**config.mk**
```make
export PLATFORM = sky130hd
export DESIGN_NAME = cgmt_switch_ctrl
export DESIGN_NICKNAME = d
export VERILOG_FILES = /design/src/rtl/cgmt_pkg.sv /design/src/rtl/cgmt_miss_track.sv /design/src/rtl/cgmt_ctx_pc.sv /design/src/rtl/cgmt_sched.sv /design/src/rtl/cgmt_switch_ctrl.sv
export SDC_FILE = /design/constraint.sdc
export NUM_CORES = 1
export LEC_CHECK = 0
export BUFFER_PORTS_ARGS = -buffer_cell sky130_fd_sc_hd__buf_2
export CAP_MARGIN = 30
export CORE_MARGIN = 2
export CORE_UTILIZATION = 40
export DETAILED_ROUTE_END_ITERATION = 6
export PLACE_DENSITY = 0.62
export REMOVE_ABC_BUFFERS = 1
export SKIP_LAST_GASP = 1
export SYNTH_ARGS = -nofsm -noshare
export SYNTH_HDL_FRONTEND = slang
export SYNTH_HIERARCHICAL = 1
export SYNTH_SLANG_ARGS = --single-unit
```
**constraint.sdc**
```tcl
create_clock -name clk_i -period 2.5 [get_ports clk_i]
set_input_delay 0.25 -clock clk_i [delete_from_list [all_inputs] [get_ports clk_i]]
set_output_delay 0.25 -clock clk_i [all_outputs]
set_load 0.005 [all_outputs]
```
**src/rtl/cgmt_pkg.sv**
```systemverilog
package cgmt_pkg;
  localparam int unsigned NUM_THR = 2;
  localparam int unsigned TID_W   = 1;
  typedef logic [TID_W-1:0] tid_t;
endpackage

```
**src/rtl/cgmt_miss_track.sv**
```systemverilog
module cgmt_miss_track
  import cgmt_pkg::*;
(
  input  logic               clk_i,
  input  logic               rst_ni,
  input  logic               miss_valid_i,
  input  tid_t               miss_tid_i,
  input  logic               ret_valid_i,
  input  tid_t               ret_tid_i,
  input  tid_t               active_tid_i,
  output logic [NUM_THR-1:0] pend_next_o,
  output logic [NUM_THR-1:0] miss_take_o
);
  logic [NUM_THR-1:0] pend_q;
  logic [NUM_THR-1:0] pend_clr;

  for (genvar t = 0; t < NUM_THR; t++) begin : g_thr
    // return is applied before miss
    assign pend_clr[t]    = pend_q[t] & ~(ret_valid_i && ret_tid_i == tid_t'(t));
    assign miss_take_o[t] = miss_valid_i && miss_tid_i == tid_t'(t) &&
                            active_tid_i == tid_t'(t) && !pend_clr[t];
    assign pend_next_o[t] = pend_clr[t] | miss_take_o[t];

    always_ff @(posedge clk_i or negedge rst_ni) begin
      if (!rst_ni) pend_q[t] <= 1'b0;
      else         pend_q[t] <= pend_next_o[t];
    end
  end
endmodule

```
**src/rtl/cgmt_ctx_pc.sv**
```systemverilog
module cgmt_ctx_pc
  import cgmt_pkg::*;
#(
  parameter int unsigned PC_W         = 32,
  parameter int unsigned PREF_TID     = 0,
  parameter logic [PC_W-1:0] PREF_BOOT_PC = '0,
  parameter logic [PC_W-1:0] ALT_BOOT_PC  = '0
) (
  input  logic                         clk_i,
  input  logic                         rst_ni,
  input  logic [NUM_THR-1:0]           we_i,
  input  logic [PC_W-1:0]              pc_i,
  output logic [NUM_THR-1:0][PC_W-1:0] saved_o
);
  for (genvar t = 0; t < NUM_THR; t++) begin : g_ctx
    localparam logic [PC_W-1:0] BOOT = (t == PREF_TID) ? PREF_BOOT_PC : ALT_BOOT_PC;
    always_ff @(posedge clk_i or negedge rst_ni) begin
      if (!rst_ni)    saved_o[t] <= BOOT;
      else if (we_i[t]) saved_o[t] <= pc_i;
    end
  end
endmodule

```
**src/rtl/cgmt_sched.sv**
```systemverilog
module cgmt_sched
  import cgmt_pkg::*;
#(
  parameter int unsigned PC_W     = 32,
  parameter int unsigned PREF_TID = 0
) (
  input  logic                         clk_i,
  input  logic                         rst_ni,
  input  logic [NUM_THR-1:0]           pend_next_i,
  input  logic [NUM_THR-1:0][PC_W-1:0] saved_i,
  output tid_t                         active_tid_o,
  output logic                         flush_o,
  output logic                         redirect_valid_o,
  output logic [PC_W-1:0]              redirect_pc_o
);
  localparam tid_t PREF = tid_t'(PREF_TID);
  localparam tid_t ALT  = tid_t'(1 - PREF_TID);

  tid_t want;
  logic do_switch;

  always_comb begin
    if (!pend_next_i[PREF])     want = PREF;
    else if (!pend_next_i[ALT]) want = ALT;
    else                        want = active_tid_o; // both stalled: hold
  end
  assign do_switch = want != active_tid_o;

  always_ff @(posedge clk_i or negedge rst_ni) begin
    if (!rst_ni) begin
      active_tid_o     <= PREF;
      flush_o          <= 1'b0;
      redirect_valid_o <= 1'b0;
      redirect_pc_o    <= '0;
    end else begin
      flush_o          <= do_switch;
      redirect_valid_o <= do_switch;
      if (do_switch) begin
        active_tid_o  <= want;
        redirect_pc_o <= saved_i[want];
      end
    end
  end

  p_to_alt_r2: assert property (@(posedge clk_i) disable iff (!rst_ni)
    (active_tid_o == PREF && pend_next_i[PREF] && !pend_next_i[ALT])
      |=> (active_tid_o == ALT && flush_o));
  p_back_pref_r3: assert property (@(posedge clk_i) disable iff (!rst_ni)
    (active_tid_o != PREF && !pend_next_i[PREF]) |=> (active_tid_o == PREF && redirect_valid_o));
  p_flush_on_change_r4: assert property (@(posedge clk_i) disable iff (!rst_ni)
    !$stable(active_tid_o) |-> (flush_o && redirect_valid_o));
  p_quiet_no_change_r4: assert property (@(posedge clk_i) disable iff (!rst_ni)
    flush_o |-> !$stable(active_tid_o));
  p_both_stall_r6: assert property (@(posedge clk_i) disable iff (!rst_ni)
    (&pend_next_i) |=> (!flush_o && $stable(active_tid_o)));
endmodule

```
**src/rtl/cgmt_switch_ctrl.sv**
```systemverilog
module cgmt_switch_ctrl
  import cgmt_pkg::*;
#(
  parameter int unsigned     PC_W         = 32,
  parameter int unsigned     PREF_TID     = 0,
  parameter logic [PC_W-1:0] PREF_BOOT_PC = 32'h0000_0000,
  parameter logic [PC_W-1:0] ALT_BOOT_PC  = 32'h0000_2000
) (
  input  logic            clk_i,
  input  logic            rst_ni,
  input  logic            miss_valid_i,
  input  logic            miss_tid_i,
  input  logic [PC_W-1:0] miss_pc_i,
  input  logic            ret_valid_i,
  input  logic            ret_tid_i,
  output logic            active_tid_o,
  output logic            flush_o,
  output logic            redirect_valid_o,
  output logic [PC_W-1:0] redirect_pc_o
);
  logic [NUM_THR-1:0]           pend_next;
  logic [NUM_THR-1:0]           miss_take;
  logic [NUM_THR-1:0][PC_W-1:0] saved_pc;
  tid_t                         active_tid;

  assign active_tid_o = active_tid;

  cgmt_miss_track u_track (
    .clk_i, .rst_ni,
    .miss_valid_i, .miss_tid_i (tid_t'(miss_tid_i)),
    .ret_valid_i,  .ret_tid_i  (tid_t'(ret_tid_i)),
    .active_tid_i (active_tid),
    .pend_next_o  (pend_next),
    .miss_take_o  (miss_take)
  );

  cgmt_ctx_pc #(
    .PC_W(PC_W), .PREF_TID(PREF_TID),
    .PREF_BOOT_PC(PREF_BOOT_PC), .ALT_BOOT_PC(ALT_BOOT_PC)
  ) u_ctx (
    .clk_i, .rst_ni,
    .we_i    (miss_take),
    .pc_i    (miss_pc_i),
    .saved_o (saved_pc)
  );

  cgmt_sched #(.PC_W(PC_W), .PREF_TID(PREF_TID)) u_sched (
    .clk_i, .rst_ni,
    .pend_next_i      (pend_next),
    .saved_i          (saved_pc),
    .active_tid_o     (active_tid),
    .flush_o,
    .redirect_valid_o,
    .redirect_pc_o
  );

  p_stray_miss_r8: assert property (@(posedge clk_i) disable iff (!rst_ni)
    (miss_valid_i && miss_tid_i != active_tid && !ret_valid_i) |=> !flush_o);
endmodule

```
==> results of run 1 <==
timing repair:
action,CTS,global route
endpoints found under the hold margin,22,0
hold buffers,1,0
setup buffers,0,0
per-stage QoR:
stage / hold slack, ns / TNS, ns / cell area [µm²]
2_1_floorplan: -0.0456 / -72.79 / 4270
4_1_cts: 0.146 / 0 / 5330
3_5_place_dp: 0.175 / 0 / 4950
6_report: 0.152 / 0 / 5330
3_3_place_gp: 0.165 / 0 / 4950
5_1_grt: 0.147 / 0 / 5330
worst reg2reg max path, cell delays in order (launching register included):
cell and delay, ns:
dfrtp_1 0.43, or3b_1 0.43, a21bo_1 0.34, nand2b_2 0.47, nand3_1 0.25, nand3_1 0.10
per-layer routing:
layer / up-vias / wire (µm)
met5: - / 0
met4: 0 / 94
met3: 5 / 429
met2: 63 / 4940
met1: 1480 / 4510
li1: 1352 / -
flip-flops by register name, indices dropped and copies added, names as in the netlist:
register / cells
u_track/pend_q: 2
u_sched/redirect_valid_o: 1
u_sched/redirect_pc_o: 32
u_ctx/saved_o: 64
u_sched/active_tid_o: 1
cells in the mapped netlist:
| master | count |
|---|---|
| mux2_4 | 60 |
| buf_12 | 6 |
| and2_1 | 1 |
| nor2b_1 | 2 |
| nand2_1 | 33 |
| a21o_1 | 1 |
| a32oi_1 | 32 |
| a21bo_1 | 1 |
| dfstp_2 | 1 |
| buf_2 | 15 |
| inv_2 | 1 |
| nand2b_1 | 2 |
| buf_1 | 2 |
| clkbuf_1 | 1 |
| buf_4 | 1 |
| nand3_1 | 65 |
| a21oi_1 | 2 |
| mux2_2 | 4 |
| dfrtp_1 | 99 |
| a21bo_2 | 1 |
| buf_6 | 6 |
| or3b_1 | 1 |
| a21boi_0 | 1 |
report_power, final:
group | total, W | switching [W] | leakage (nW) | internal, W
Sequential | 0.00292 | 0.000507 | 1.21 | 0.00241
Combinational | 0.00214 | 0.000913 | 1.10 | 0.00123
Clock | 0.00167 | 0.000593 | 0.176 | 0.00108
Total | 0.00673 | 0.00201 | 2.48 | 0.00472
logic make-up (layout without fill, tap and decap cells):
| group | count (synthesis) | count (layout) | share of synthesized area |
|---|---|---|---|
| mux | 64 | 64 | 0.208 |
| simple gates | 104 | 104 | 0.108 |
| compound gates | 38 | 38 | 0.0715 |
| flops | 100 | 100 | 0.550 |
| buf+inv | 32 | 95 | 0.0627 |
area by class of cell:
type                       count  area (µm²)  share of cell area
tap                          140         175              0.0329
inverter                       1        3.75            0.000705
timing repair buffer          79         480              0.0902
multi-input combinational    206        1800               0.338
sequential                   100        2500               0.470
clock buffer                   9         225              0.0423
clock inverter                 6         138              0.0258
how the worst max path moves through the flow:
| stage | startpoint | endpoint | cells after the start |
|---|---|---|---|
| 2_1_floorplan | u_sched/active_tid_o | u_ctx/saved_o[0] | 3 |
| 3_3_place_gp | u_sched/active_tid_o | u_sched/redirect_pc_o[24] | 5 |
| 3_5_place_dp | u_sched/active_tid_o | u_sched/redirect_pc_o[3] | 5 |
| 4_1_cts | u_sched/active_tid_o | u_sched/redirect_pc_o[11] | 5 |
| 5_1_grt | u_sched/active_tid_o | u_sched/redirect_pc_o[26] | 5 |
| 6_report | u_sched/active_tid_o | u_sched/redirect_pc_o[11] | 5 |
==> results.ini, run 1 <==
[global_routing]
antenna_found_initial=0
globalRouteTotalUtil=0.169
grt_use_met3=0.0340
grt_max_degree=79
grt_pass1_vias=3059
grt_pass1_wl_um=16600
grt_overflow=0
top_usage_layer=met2
use_met2=0.285
met1_usage=0.224

[timing]
max_freq_mhz=468
worst_pin_slew_ns=0.910
fin_skew_ns=0.0127
finalCriticalPeriod_ns=2.13
finalSetupViolCount=0
grt_setup_unrepaired=no
finalMaxSlewViolations=0
period_share=0.854
setup_slack_ns=0.365
hold_violations=0
maxSlewHeadroom=0.392

[layout]
final_common_cell=dfrtp_1
layout_common_cells=dfrtp_1 (99), buf_2 (71), nand3_1 (65)
drive_gt1_frac=0.414
num-nets-final=435
fin_cells=541
diodes=0
fillCellCount=995
syn_to_final_growth_pct=17.1
finish.utilization=0.485

[clocking]
htreeDepth=3
clock_tree.buffer_depth=2
cts_resized=0
clk_pin_slew_worst_paths_ns=0.07
cts_root_buf=clkbuf_16
cts_tree=yes
cts_made_buffers=9
clk_latency_ns=0.34
cts_sinks=100

[logic_synthesis]
synth.top_cell.area_share=0.545
yosysUniqueCellTypes=23
syn-cell-area_um2=4550
synth_area_leaders=dfrtp_1 (54%), mux2_4 (20%), nand3_1 (7.2%)
ys_ff_latch=100
yosys.area.top_type=dfrtp_1
ys_warn_count=6
synth_seq_area_share=0.550
avgSynthCellArea_um2=13.5
syn-instance-count=338

[drt]
avgRoutedWirePerCell_um=18.4
first_pass_iters=4
vias=2900
avgViaCountPerCell=5.36
drtIter0Drc=138
drt_wl_total_um=9970
drc=0
postRouteAntennaNets=0

[worst_setup_path]
crit_type=reg -> reg
timing.rr.start=u_sched/active_tid_o
crit_path_end_kind=register
path_buf_inv=0
crit_chain=or3b_1 > a21bo_1 > nand2b_2 > nand3_1 > nand3_1
arrival_ns=2.34
crit_slowest_cell=nand2b_2
rr_endpoint=u_sched/redirect_pc_o[11]
ff2ff_setup_slack_ns=0.37
worstRegToRegCells=5
worstPathRequired_ns=2.71
startpoint_type=register
cp_slowest_stage_delay_ns=0.47
path_common_cell=nand3_1
crit_fanout=32
critical_path.top_delay_family=simple AND/OR/NAND/NOR gates

[job]
drv_cap=0

[floorplan]
die_h_um=111
fp.coreArea_um2=11000
row_count=38
start_util=0.414
die_x_um=111
die-area_um2=12200
ios=73

[placement]
pre_cts_ws_ns=0.355
place.gp.congestion=0.705
place_inst=525
hpwl_um=5820
place.port_buffers=72

[min_path]
hold_path.class=in -> reg
min_path_cells=2
hold_path_startpoint=miss_pc_i[7]
worstHoldEndpoint=u_ctx/saved_o[7]

[power_and_ir_drop]
ir_drop_mv=0.500
total_power_w=0.00673
powerDensity_nw_per_um2=1260
leakagePower_nw=2.48

[outcome]
outcome=complete, no violations

No activity file was read; power rests on OpenSTA's default activity.
==> run 2: changes to the inputs <==
==> constraint.sdc (replaced) <==
create_clock -name clk_i -period 2.5 [get_ports clk_i]
set_input_delay 0.125 -clock clk_i [delete_from_list [all_inputs] [get_ports clk_i]]
set_output_delay 0.125 -clock clk_i [all_outputs]
set_load 0.005 [all_outputs]
==> run 2 against run 1 <==
  * Worst hold slack got worse by 0.12 ns
  * Total power fell by 2.7%
  * Register-to-register slack better by 0.02 ns
  * Largest power group unchanged
  * Combinational power barely moved
  * Die area did not move
  * Largest cell class unchanged
  * Cell count grew 0.18%
  * Sequential share of layout area increased by 0.31 points
  * Critical endpoint is now u_sched/redirect_pc_o[17]
  * Clock power fell by 10%
==> results.ini, run 2 (synthesis gave the netlist of run 1 again) <==
[timing]
grt_setup_unrepaired=no
maxSlewHeadroom=0.388
worst_pin_slew_ns=0.916
setup_tns_ns=0
setup_slack_ns=0.383
finalMaxSlewViolations=0
finalCriticalPeriod_ns=2.12
period_share=0.847
hold_violations=0
finalSetupViolCount=0
fin_skew_ns=0.00943
max_freq_mhz=472
hold_slack_ns=0.0312

[floorplan]
row_count=38
die_x_um=111
die_h_um=111
start_util=0.414
fp.coreArea_um2=11000
ios=73
die-area_um2=12200

[global_routing]
grt_max_degree=59
grt_overflow=0
antenna_found_initial=0
globalRouteTotalUtil=0.167
grt_pass1_vias=3057
grt_pass1_wl_um=16500

[layout]
reg.largest.list=u_ctx/saved_o x64, u_sched/redirect_pc_o x32, u_track/pend_q x2
largest_reg_flops=64
final_area_um2=5290
drive_gt1_frac=0.413
diodes=0
final_common_cell=dfrtp_1
top_register=u_ctx/saved_o
num-nets-final=435
layout_common_cells=dfrtp_1 (99), buf_2 (71), nand3_1 (65)
syn_to_final_growth_pct=16.3
fillCellCount=978

[clocking]
holdBufCountCts=1
cts_sinks=100
clk_latency_ns=0.34
cts_resized=0
post-cts-setup-buffer-count=0
cts_made_buffers=9
htreeDepth=3
clk_pin_slew_worst_paths_ns=0.07
cts_root_buf=clkbuf_16
clock_tree.buffer_depth=2
cts_tree=yes

[placement]
hpwl_um=5740
place.gp.congestion=0.684
place.port_buffers=72
placed_area_um2=4950
pre_cts_ws_ns=0.371

[drt]
vias=2868
wl_met1_um=4400
avgViaCountPerCell=5.29
first_pass_iters=4
drtIter0Drc=195
highest_layer=met4
drt_wl_total_um=9770
dr_wl_met2_um=4840
avgRoutedWirePerCell_um=18.0
postRouteAntennaNets=0
wl_met3_um=430
drc=0

[power_and_ir_drop]
ir_drop_mv=0.530
leakagePower_nw=2.46
total_power_w=0.00655
powerDensity_nw_per_um2=1240

[min_path]
hold_path_startpoint=miss_pc_i[30]
min_path_cells=2
worstHoldEndpoint=u_ctx/saved_o[30]
hold_path.class=in -> reg

[worst_setup_path]
rr_endpoint=u_sched/redirect_pc_o[17]
crit_type=reg -> reg
worstPathRequired_ns=2.71
worstRegToRegCells=5
startpoint_type=register
timing.rr.start=u_sched/active_tid_o
crit_fanout=32
crit_path_end_kind=register
ff2ff_setup_slack_ns=0.38
arrival_ns=2.33

[outcome]
outcome=complete, no violations

[job]
drv_cap=0

## run 2: critical path, stage by stage, from the launching register on
cell and delay [ns]:
dfrtp_1 0.43, or3b_1 0.42, a21bo_1 0.34, nand2b_2 0.46
nand3_1 0.24, nand3_1 0.10
## run 2: worst max-delay path by stage
stage | from | endpoint
after global routing | u_sched/active_tid_o | u_sched/redirect_pc_o[8]
final | u_sched/active_tid_o | u_sched/redirect_pc_o[17]
after detailed placement | u_sched/active_tid_o | u_sched/redirect_pc_o[15]
after global placement | u_sched/active_tid_o | u_sched/redirect_pc_o[24]
after floorplan | u_sched/active_tid_o | u_ctx/saved_o[0]
after CTS | u_sched/active_tid_o | u_sched/redirect_pc_o[17]
## run 2: per-layer routing
metal	up-vias	global-route usage
met5	-	0
met1	1437	0.222
met4	0	0.0450
met3	9	0.0346
li1	1355	-
met2	67	0.278
## run 2: final cells by class
cell class | count | area [µm²] | share of cell area
Inverter | 1 | 3.75 | 0.000709
Tap cell | 140 | 175 | 0.0331
Timing Repair Buffer | 79 | 480 | 0.0908
Clock buffer | 11 | 243 | 0.0459
Clock inverter | 5 | 85.1 | 0.0161
Multi-Input combinational cell | 206 | 1800 | 0.340
Sequential cell | 100 | 2500 | 0.473
## run 2: per-stage QoR
| stage | cells | utilization |
|---|---|---|
| 6_report | 542 | 0.482 |
| 5_1_grt | 542 | 0.482 |
| 4_1_cts | 542 | 0.482 |
| 3_5_place_dp | 525 | 0.451 |
| 3_3_place_gp | 525 | 0.451 |
| 2_1_floorplan | 307 | - |
## run 2: report_power, final
| part | leakage (nW) | internal (W) | total (W) | switching [W] |
|---|---|---|---|---|
| Sequential | 1.21 | 0.00241 | 0.00291 | 0.000497 |
| Combinational | 1.10 | 0.00123 | 0.00214 | 0.000913 |
| Clock | 0.156 | 0.000908 | 0.00150 | 0.000587 |
